$ cat src/rtl/ea_pkg.sv
package ea_pkg;

  typedef enum logic [1:0] {
    SC_X1 = 2'd0,
    SC_X2 = 2'd1,
    SC_X4 = 2'd2,
    SC_X8 = 2'd3
  } scale_e;

  typedef struct packed {
    logic base_on;
    logic idx_on;
  } term_en_t;

endpackage

$ cat src/rtl/ea_regfile.sv
module ea_regfile #(
  parameter int DW    = 32,
  parameter int NREGS = 8,
  localparam int SELW = $clog2(NREGS)
) (
  input  logic            clk_i,
  input  logic            rst_ni,
  input  logic            wr_en_i,
  input  logic [SELW-1:0] wr_sel_i,
  input  logic [DW-1:0]   wr_data_i,
  input  logic [SELW-1:0] rd_a_sel_i,
  input  logic [SELW-1:0] rd_b_sel_i,
  output logic [DW-1:0]   rd_a_o,
  output logic [DW-1:0]   rd_b_o
);

  logic [NREGS-1:0][DW-1:0] regs_q;

  always_ff @(posedge clk_i or negedge rst_ni) begin
    if (!rst_ni) begin
      regs_q <= '0;
    end else if (wr_en_i) begin
      for (int i = 0; i < NREGS; i++) begin
        if (wr_sel_i == SELW'(i)) regs_q[i] <= wr_data_i;
      end
    end
  end

  // reads come from flops, so a same-cycle write is not seen
  assign rd_a_o = regs_q[rd_a_sel_i];
  assign rd_b_o = regs_q[rd_b_sel_i];

  AST_WRITE_LANDS: assert property (@(posedge clk_i) disable iff (!rst_ni)
    wr_en_i |=> regs_q[$past(wr_sel_i)] == $past(wr_data_i));

endmodule

$ cat src/rtl/ea_sel_check.sv
module ea_sel_check #(
  parameter int NREGS = 8,
  parameter logic [NREGS-1:0] BASE_OK_MASK = 8'h3F,
  parameter logic [NREGS-1:0] IDX_OK_MASK  = 8'hC0,
  localparam int SELW = $clog2(NREGS)
) (
  input  ea_pkg::term_en_t en_i,
  input  logic [SELW-1:0]  base_sel_i,
  input  logic [SELW-1:0]  idx_sel_i,
  output logic             legal_o
);

  logic base_ok, idx_ok;

  // disabled terms are not checked
  assign base_ok = !en_i.base_on || BASE_OK_MASK[base_sel_i];
  assign idx_ok  = !en_i.idx_on  || IDX_OK_MASK[idx_sel_i];
  assign legal_o = base_ok && idx_ok;

endmodule

$ cat src/rtl/ea_sum.sv
module ea_sum #(
  parameter int DW = 32
) (
  input  ea_pkg::term_en_t en_i,
  input  logic [DW-1:0]    base_i,
  input  logic [DW-1:0]    idx_i,
  input  ea_pkg::scale_e   scale_i,
  input  logic [DW-1:0]    disp_i,
  output logic [DW-1:0]    sum_o
);
  import ea_pkg::*;

  logic [DW-1:0] base_term, idx_raw, idx_term;

  assign base_term = en_i.base_on ? base_i : '0;
  assign idx_raw   = en_i.idx_on  ? idx_i  : '0;

  always_comb begin
    unique case (scale_i)
      SC_X1:   idx_term = idx_raw;
      SC_X2:   idx_term = {idx_raw[DW-2:0], 1'b0};
      SC_X4:   idx_term = {idx_raw[DW-3:0], 2'b0};
      default: idx_term = {idx_raw[DW-4:0], 3'b0};
    endcase
  end

  // single path, carries out of the top bit are dropped
  assign sum_o = base_term + idx_term + disp_i;

endmodule

$ cat src/rtl/ea_addr_gen.sv
module ea_addr_gen #(
  parameter int DW    = 32,
  parameter int NREGS = 8,
  parameter logic [NREGS-1:0] BASE_OK_MASK = 8'h3F,
  parameter logic [NREGS-1:0] IDX_OK_MASK  = 8'hC0,
  localparam int SELW = $clog2(NREGS)
) (
  input  logic            clk_i,
  input  logic            rst_ni,
  input  logic            wr_en_i,
  input  logic [SELW-1:0] wr_sel_i,
  input  logic [DW-1:0]   wr_data_i,
  input  logic            req_i,
  input  logic            base_en_i,
  input  logic [SELW-1:0] base_sel_i,
  input  logic            idx_en_i,
  input  logic [SELW-1:0] idx_sel_i,
  input  logic [1:0]      scale_i,
  input  logic [DW-1:0]   disp_i,
  output logic [DW-1:0]   addr_o,
  output logic            addr_valid_o,
  output logic            illegal_o
);
  import ea_pkg::*;

  term_en_t      en;
  logic [DW-1:0] base_val, idx_val, sum;
  logic          legal;
  logic [DW-1:0] addr_q;
  logic          valid_q, ill_q;

  assign en.base_on = base_en_i;
  assign en.idx_on  = idx_en_i;

  ea_regfile #(.DW(DW), .NREGS(NREGS)) u_rf (
    .clk_i      (clk_i),
    .rst_ni     (rst_ni),
    .wr_en_i    (wr_en_i),
    .wr_sel_i   (wr_sel_i),
    .wr_data_i  (wr_data_i),
    .rd_a_sel_i (base_sel_i),
    .rd_b_sel_i (idx_sel_i),
    .rd_a_o     (base_val),
    .rd_b_o     (idx_val)
  );

  ea_sel_check #(
    .NREGS(NREGS), .BASE_OK_MASK(BASE_OK_MASK), .IDX_OK_MASK(IDX_OK_MASK)
  ) u_chk (
    .en_i       (en),
    .base_sel_i (base_sel_i),
    .idx_sel_i  (idx_sel_i),
    .legal_o    (legal)
  );

  ea_sum #(.DW(DW)) u_sum (
    .en_i    (en),
    .base_i  (base_val),
    .idx_i   (idx_val),
    .scale_i (scale_e'(scale_i)),
    .disp_i  (disp_i),
    .sum_o   (sum)
  );

  always_ff @(posedge clk_i or negedge rst_ni) begin
    if (!rst_ni) begin
      addr_q  <= '0;
      valid_q <= 1'b0;
      ill_q   <= 1'b0;
    end else begin
      valid_q <= req_i && legal;
      ill_q   <= req_i && !legal;
      if (req_i && legal) addr_q <= sum;
    end
  end

  assign addr_o       = addr_q;
  assign addr_valid_o = valid_q;
  assign illegal_o    = ill_q;

  AST_VALID_XOR_ILLEGAL: assert property (@(posedge clk_i) disable iff (!rst_ni)
    !(addr_valid_o && illegal_o));
  AST_PULSE_NEEDS_REQ: assert property (@(posedge clk_i) disable iff (!rst_ni)
    (addr_valid_o || illegal_o) |-> $past(req_i));
  AST_ADDR_HOLDS: assert property (@(posedge clk_i) disable iff (!rst_ni)
    !addr_valid_o |-> $stable(addr_o));
  AST_DIRECT_FORM: assert property (@(posedge clk_i) disable iff (!rst_ni)
    (addr_valid_o && $past(!base_en_i && !idx_en_i)) |-> addr_o == $past(disp_i));
  AST_BAD_INDEX_FLAGGED: assert property (@(posedge clk_i) disable iff (!rst_ni)
    $past(req_i && idx_en_i && !IDX_OK_MASK[idx_sel_i]) |-> illegal_o);

endmodule

$ cat config.mk
export PLATFORM = sky130hd
export DESIGN_NAME = ea_addr_gen
export DESIGN_NICKNAME = d
export VERILOG_FILES = /design/src/rtl/ea_pkg.sv /design/src/rtl/ea_regfile.sv /design/src/rtl/ea_sel_check.sv /design/src/rtl/ea_sum.sv /design/src/rtl/ea_addr_gen.sv
export SDC_FILE = /design/constraint.sdc
export NUM_CORES = 1
export LEC_CHECK = 0
export ABC_AREA = 1
export BUFFER_PORTS_ARGS = -buffer_cell sky130_fd_sc_hd__buf_2
export CORE_MARGIN = 5
export CORE_UTILIZATION = 55
export CTS_BUF_LIST = sky130_fd_sc_hd__clkbuf_4 sky130_fd_sc_hd__clkbuf_8
export DETAILED_ROUTE_END_ITERATION = 10
export MAX_ROUTING_LAYER = met4
export PLACE_DENSITY = 0.7
export REMOVE_ABC_BUFFERS = 1
export SLEW_MARGIN = 20
export SYNTH_ARGS = -nofsm -noshare
export SYNTH_HDL_FRONTEND = slang
export SYNTH_SLANG_ARGS = --single-unit
$ cat constraint.sdc
create_clock -name clk_i -period 3.4 [get_ports clk_i]
set_input_delay 0.34 -clock clk_i [delete_from_list [all_inputs] [get_ports clk_i]]
set_output_delay 0.34 -clock clk_i [all_outputs]
set_load 0.005 [all_outputs]
======== After elaboration in Yosys (flattened, before gate mapping) ========
Memory sizes are Yosys's and may differ from the RTL's.
Index checks and enable logic that the tools add are counted.
word-level totals
  bits in registers ....................... 290
  memory bits (read-only) ................. 16
  input port bits ......................... 81
  output and inout bits ................... 34
  logic and storage cells ................. 53
  memories kept ........................... 2
operators by class
  add/subtract/negate cells ............... 2
  magnitude comparators ................... 2
  eq/ne operators ......................... 9
  mux-type cells .......................... 9
  reductions and logical operators ........ 18
memories
  name             words  bits a word  rd ports  clocked after Yosys merged registers in  write ports  RTL line            source
  (no name shown)  8      1            1         0                                        0            ea_sel_check.sv:17  assign idx_ok = !en_i.idx_on || IDX_OK_MASK[idx_sel_i];
  (no name shown)  8      1            1         0                                        0            ea_sel_check.sv:16  assign base_ok = !en_i.base_on || BASE_OK_MASK[base_sel_i];
operators by type and width
  operator                                                                      count
  32-bit binary-select mux with 3-bit select                                    2
  32-bit 2-to-1 mux                                                             4
  32-bit case mux with 3 select lines                                           1
  32-bit adder                                                                  2
  2-bit AND reduction                                                           8
  3-bit == test, second input constant                                          4
  3-bit by 4-bit less-than comparator with 1-bit output, second input constant  2
  3-bit by 2-bit == test with 1-bit output, second input constant               2
  3-bit by 1-bit == test with 1-bit output, second input constant               1
  1-bit logical AND                                                             3
  1-bit logical NOT                                                             3
  3-bit logical NOT                                                             1
  2-bit by 1-bit == test with 1-bit output, second input constant               1
  2-bit == test, second input constant                                          1
  2-bit logical NOT                                                             1
  1-bit logical OR                                                              2
  1-bit 2-to-1 mux                                                              2

======== Logic depth before layout (Yosys ltp) ========
  depth in word-level cells ............... 6
  mapped depth ............................ 26
  gate-level depth less buffers ........... 24

======== By module ========
A second synthesis with hierarchy kept.
second synthesis, totals
  cells, all modules ...................... 3254
  area total of the unflattened synthesis .. 20442.1 µm²
modules (own cells, without submodules)
  module        times used  cells each  area each (µm²)  sequential area each (µm²)
  ea_regfile    1           2311        14883.0          6406.1
  ea_sum        1           793         4101.4           0.0
  ea_addr_gen   1           145         1437.6           850.8
  ea_sel_check  1           5           20.0             0.0

======== Worst setup path before layout ========
No wires, ideal clock.
  path kind ............................... input to register
  from .................................... in base_sel_i[0]
  to ...................................... reg addr_q[25] (netlist: addr_o[25])
  arrival ................................. 3446 ps
  setup slack ............................. -163 ps
  stages on the path ...................... 23
  buffers on the path ..................... 4
  path through ............................ buf_2 buf_4 buf_2 clkbuf_1 nand2_1 o211ai_1 a31oi_1 fa_1 ha_1 inv_1 fa_1 inv_1 nand2_1 o21ai_2 nand3_1 nand2_1 nand2_1 nand2_1 nand3_1 nand2_1 nand2_1 nand3_1 nand2_1
between the ends
  word-level cells in the longest chain between the ends .. 5
RTL lines
  item                                                                                 RTL line                              source
  start: declaration                                                                   ea_addr_gen.sv:15                     input logic [SELW-1:0] base_sel_i,
  32-bit binary-select mux with 3-bit select or memory read 8 x 1 bit (tied branches)  --
  32-bit 2-to-1 mux (implied by the code) or 1-bit 2-to-1 mux (tied branches)          ea_regfile.sv:30, ea_sel_check.sv:16
  32-bit 2-to-1 mux or 1-bit logical OR (tied branches)                                ea_sum.sv:15, ea_sel_check.sv:16
  32-bit adder or 1-bit logical AND (tied branches)                                    ea_sum.sv:28, ea_sel_check.sv:18
  32-bit adder or 1-bit logical AND (tied branches)                                    ea_sum.sv:28, ea_addr_gen.sv:73
  end signal: assignment                                                               ea_addr_gen.sv:73                     if (req_i && legal) addr_q <= sum;
  end: declaration                                                                     ea_addr_gen.sv:29                     logic [DW-1:0] addr_q;
Several ways; a longest one is shown, not always the timed one. The select of a mux whose other input is x is not followed.
A chain may end at the register's enable or synchronous reset.

======== Final worst setup path ========
  from .................................... reg u_rf.regs_q[45] in the netlist's numbering
  to ...................................... reg addr_q[22] (netlist: addr_o[22])
between the ends
  word-level cells in the longest chain between the ends .. 6
RTL lines
  item                                        RTL line          source
  start: declaration                          ea_regfile.sv:17  logic [NREGS-1:0][DW-1:0] regs_q;
  start signal: indexed assignment            ea_regfile.sv:24  if (wr_sel_i == SELW'(i)) regs_q[i] <= wr_data_i;
  32-bit binary-select mux with 3-bit select  ea_regfile.sv:31  assign rd_b_o = regs_q[rd_b_sel_i];
  32-bit 2-to-1 mux (implied by the code)     ea_regfile.sv:31
  32-bit 2-to-1 mux                           ea_sum.sv:16      assign idx_raw = en_i.idx_on ? idx_i : '0;
  32-bit case mux with 3 select lines         ea_sum.sv:19      unique case (scale_i)
  32-bit adder * (2 in a row)                 ea_sum.sv:28      assign sum_o = base_term + idx_term + disp_i;
Every way passes the cells marked *; elsewhere a longest branch is shown, timed or not. The select of a mux whose other input is x is not followed.

==> results.md <==
Timing:
- In this run the tightest slew margin relative to its limit is 34.69%.
- Timing would allow up to 0.2925 GHz.
- The period utilization is 100.6%.
- The final-report hold violation count came to 0.
- Setup violations remaining at the end of the flow were counted as 1.
- The total negative slack for setup checks is -19.13 ps.
- The transition at the pin with the smallest max-transition slack is 978.5 ps.
- The final worst clock skew is 14.25 ps.
- Counting I/O delays and the setup requirement, the final critical path takes 3419 ps.
- Once routing completed, OpenROAD measured the worst setup slack at -19.13 ps.
- The max-slew violation count came to 0.
- On the final layout, the worst hold slack is 80.83 ps.
- Setup repair after global routing could not meet its margin everywhere.

CTS:
- In this run the deepest clock path goes through 3 buffers.
- The buffer cell driving the clock tree root is sky130_fd_sc_hd__clkbuf_8.
- The clock sink total is 290.
- The clock edge transition at the registers on the reported setup and hold paths is 60 ps.
- The TritonCTS clock tree is yes.
- The number of H-tree levels is 2.
- In this run, CTS created clock tree buffers numbering 52.
- The later pin in the worst-skew pair is clocked with a latency of 630 ps.

Floorplanning:
- The die covers 37,740 um2.
- The total area inside the core boundary comes to 33,530 um2.
- The die is 194.3 um wide.
- After floorplanning, the core was divided into 67 placement rows.
- The number of I/O pins is 115.
- The chip height is 194.3 um.
- The initial cell density of the core is 55.70%.

Power:
- Power spread over the standard cell area amounts to 557.9 nW/um2.
- The analysis attributes to cell leakage a power of 11.49 nW.
- The power after layout is 13.33 mW.
- The maximum resistive drop on vdd is 0.0003468 V.

Route:
- The DRC violations left is 0.
- Dividing the detail-routed via count by the number of cells gives 5.772.
- Wires add up to 61,210 um.
- The first detailed-routing pass took 6 iterations.
- The detailed router finished its first iteration with 1,749 violations.
- Summing over every cut layer, the via total after detailed routing is 19,200.
- In the final routed layout, each cell accounts on average for 18.40 um.
- The remaining antenna violation count after routing is 0.

Synth:
- After synthesis, the most frequently instantiated cells are sky130_fd_sc_hd__nand2_1, sky130_fd_sc_hd__o21ai_0, sky130_fd_sc_hd__dfrtp_1.
- In the synthesized netlist, the number of instances is 2,540.
- The leading register cell type out of synthesis is sky130_fd_sc_hd__dfrtp_1.
- Summing the sequential cell areas from Yosys gives 38.86% of the chip area.
- The total of warnings raised by yosys is 0.
- The top-area cell type share of the netlist area is 38.86%.
- The most common cell in the synthesized netlist is sky130_fd_sc_hd__nand2_1.
- The synthesized design contains 290 register bits.
- In the post-synthesis netlist, the biggest area contributors are sky130_fd_sc_hd__dfrtp_1, sky130_fd_sc_hd__o21ai_0, sky130_fd_sc_hd__nand2_1.
- The mapped netlist covers 18,680 um2.
- The distinct cell type count after synthesis is 49.
- The cell type contributing the most total cell area after synthesis is sky130_fd_sc_hd__dfrtp_1.
- The mean area per synthesized cell is 7.353 um2.
- The fraction of registers with async set or reset after synthesis is 100.0%.
- The count of flip-flops with a built-in enable after synthesis is 0.

Final layout:
- For this run, the share of the core covered by cells in the final layout is 71.26%.
- At the end of the flow, the number of nets in the layout was 2,986.
- The final instance area is 23,890 um2.
- In the final layout, the multi-input gates occupy 10,440 um2.
- In the final layout, the share of cells above drive strength 1 is 23.59%.
- The total of fill cells in the finished design is 2,736.
- Summing all flip-flop and latch instances after layout gives 7257 um2.
- The layout overhead on the synthesized area is 27.94%.
- The number of standard cells in the final layout excluding fillers is 3,327.

Placement:
- The worst setup slack after placement is -500.4 ps.
- Counting tap cells, the placed design contains a total of 3,193 instances.
- The sum of net half-perimeters after detailed placement is 42,750 um.
- The standard cell area after detailed placement is 21,400 um2.
- The count of buffers added on input and output ports is 114.
- Routability-driven placement finished with a final weighted congestion of 0.9973.

Run:
- Across the run, the number of max-cap violations was 0.

Worst setup path:
- The largest single stage delay on the critical path is 480 ps.
- The largest driver fanout on the critical path is 3.
- The kind of end point of the critical path is a flop.
- The startpoint kind of the worst setup timing path is a flop.
- The kind of critical path is reg -> reg.
- The largest individual stage delay along the critical path comes from the cell sky130_fd_sc_hd__fa_1.
- Together, buffers and inverters on the worst path number 5.
- The worst register-to-register path begins at u_rf.regs_q[45]$_DFFE_PN0P_.
- The start point of the critical path is u_rf.regs_q[45]$_DFFE_PN0P_.
- Broken down by cell family, the worst path's largest delay share belongs to simple AND/OR/NAND/NOR gates.
- Traced cell by cell, the critical path runs through inv_1 > a21oi_1 > o21ai_1 > o21ai_1 > o211a_1 > buf_4 > nand2_1 > nand3_1 > a21oi_2 > fa_1 > inv_1 > ha_4 > buf_4 > nand2_2 > nor2_4 > inv_2 > nor2_4 > nand3_1 > o211ai_1 > or2_1 > nand3_2 > nand2_1.
- The required time of the worst setup path is 3970 ps.
- STA puts the critical path data arrival time at 3990 ps.

GRT:
- The all-layer global routing usage is 32.10%.
- The number of global-route vias before repair is 18,590.
- After global routing the overflow that remains totals 0.
- The initial antenna violation count is 1.
- The maximum number of pins on one net before global-route repair is 104.
- The first global-routing pass estimated 96,720 um of wire.

Status:
- The flow ran to the end, but the final reports show violations.
- The checks that failed: setup timing.

Hold path:
- The worst hold path begins at wr_data_i[5].
- In this run the worst hold path is classified as in -> reg.
-- layer usage --
metal	vias to the layer above	global-route usage (%)	wire (um)
met3	143	4.414	4583
met5	-	-	0
met4	0	11.20	1858
met2	846	50.32	28550
li1	9092	-	-
met1	9122	43.27	26220
-- tightest hold or removal path, stage by stage --
cell and delay, ps:
sky130_fd_sc_hd__buf_2 170, sky130_fd_sc_hd__nand2_1 70, sky130_fd_sc_hd__o21ai_0 70
-- layout by cell type (no fill, tap or decap), types with 31 or more instances in the layout --
master	netlist	layout
sky130_fd_sc_hd__dlygate4sd3_1	0	33
sky130_fd_sc_hd__o21ai_0	458	441
sky130_fd_sc_hd__a21oi_1	187	152
sky130_fd_sc_hd__o21ai_1	67	74
sky130_fd_sc_hd__a21oi_2	2	31
sky130_fd_sc_hd__inv_1	284	263
sky130_fd_sc_hd__nor2_1	105	85
sky130_fd_sc_hd__dfrtp_1	290	290
sky130_fd_sc_hd__nand2_1	558	525
sky130_fd_sc_hd__fa_1	32	31
sky130_fd_sc_hd__buf_2	34	109
sky130_fd_sc_hd__buf_4	8	229
sky130_fd_sc_hd__buf_12	1	37
sky130_fd_sc_hd__nand3_1	144	130
sky130_fd_sc_hd__o211ai_1	95	95
sky130_fd_sc_hd__clkbuf_8	0	65
-- report_power, final --
group / switching, mW / leakage, nW / internal, mW
Sequential: 0.546 / 3.63 / 4.20
Clock: 1.53 / 0.585 / 2.07
Combinational: 2.74 / 7.28 / 2.24
Total: 4.82 / 11.5 / 8.51
-- final timing paths --
| kind | end | slack, ps | cells past startpoint |
|---|---|---|---|
| worst max-delay path | addr_o[22]$_DFFE_PN0P_ | -20 | 22 |
| worst min-delay path | u_rf.regs_q[229]$_DFFE_PN0P_ | 80 | 3 |
| worst max register to register | addr_o[22]$_DFFE_PN0P_ | -20 | 22 |
| worst min register to register | addr_o[1]$_DFFE_PN0P_ | 470 | 2 |
| max in group asynchronous | u_rf.regs_q[22]$_DFFE_PN0P_ | 2050 | 3 |
| min in group asynchronous | u_rf.regs_q[5]$_DFFE_PN0P_ | 390 | 2 |
-- logic make-up (layout without fill, tap and decap cells) --
group,count (synthesis),after routing,synth area share [%]
compound gates,866,866,25.68
xor+xnor,19,19,0.8910
fa+ha+maj,62,62,5.440
buf+inv,455,793,10.44
flops,290,290,38.86
other cells,0,1,0
simple gates,848,848,18.69
-- state kept, by name (all words and copies together) (netlist names) --
register      count
addr_o           32
addr_valid_o      1
illegal_o         1
u_rf.regs_q     256
-- final cells by class --
type / instances / share of cell area (%)
Antenna cell: 1 / 0.01047
Timing Repair Buffer: 415 / 14.31
Clock inverter: 12 / 0.6074
Inverter: 289 / 4.561
Clock buffer: 77 / 4.121
Sequential cell: 290 / 30.37
Tap cell: 448 / 2.346
Multi-Input combinational cell: 1795 / 43.68
-- what timing repair did --
item                                    in CTS  in global routing
resized for setup                           15                208
hold buffers                                33                  0
endpoints found under the setup margin      11                 26
buffers inserted                             0                 11
pin swaps                                    1                 67
endpoints found under the hold margin      129                  0
Power figures use the tool's default switching activity.
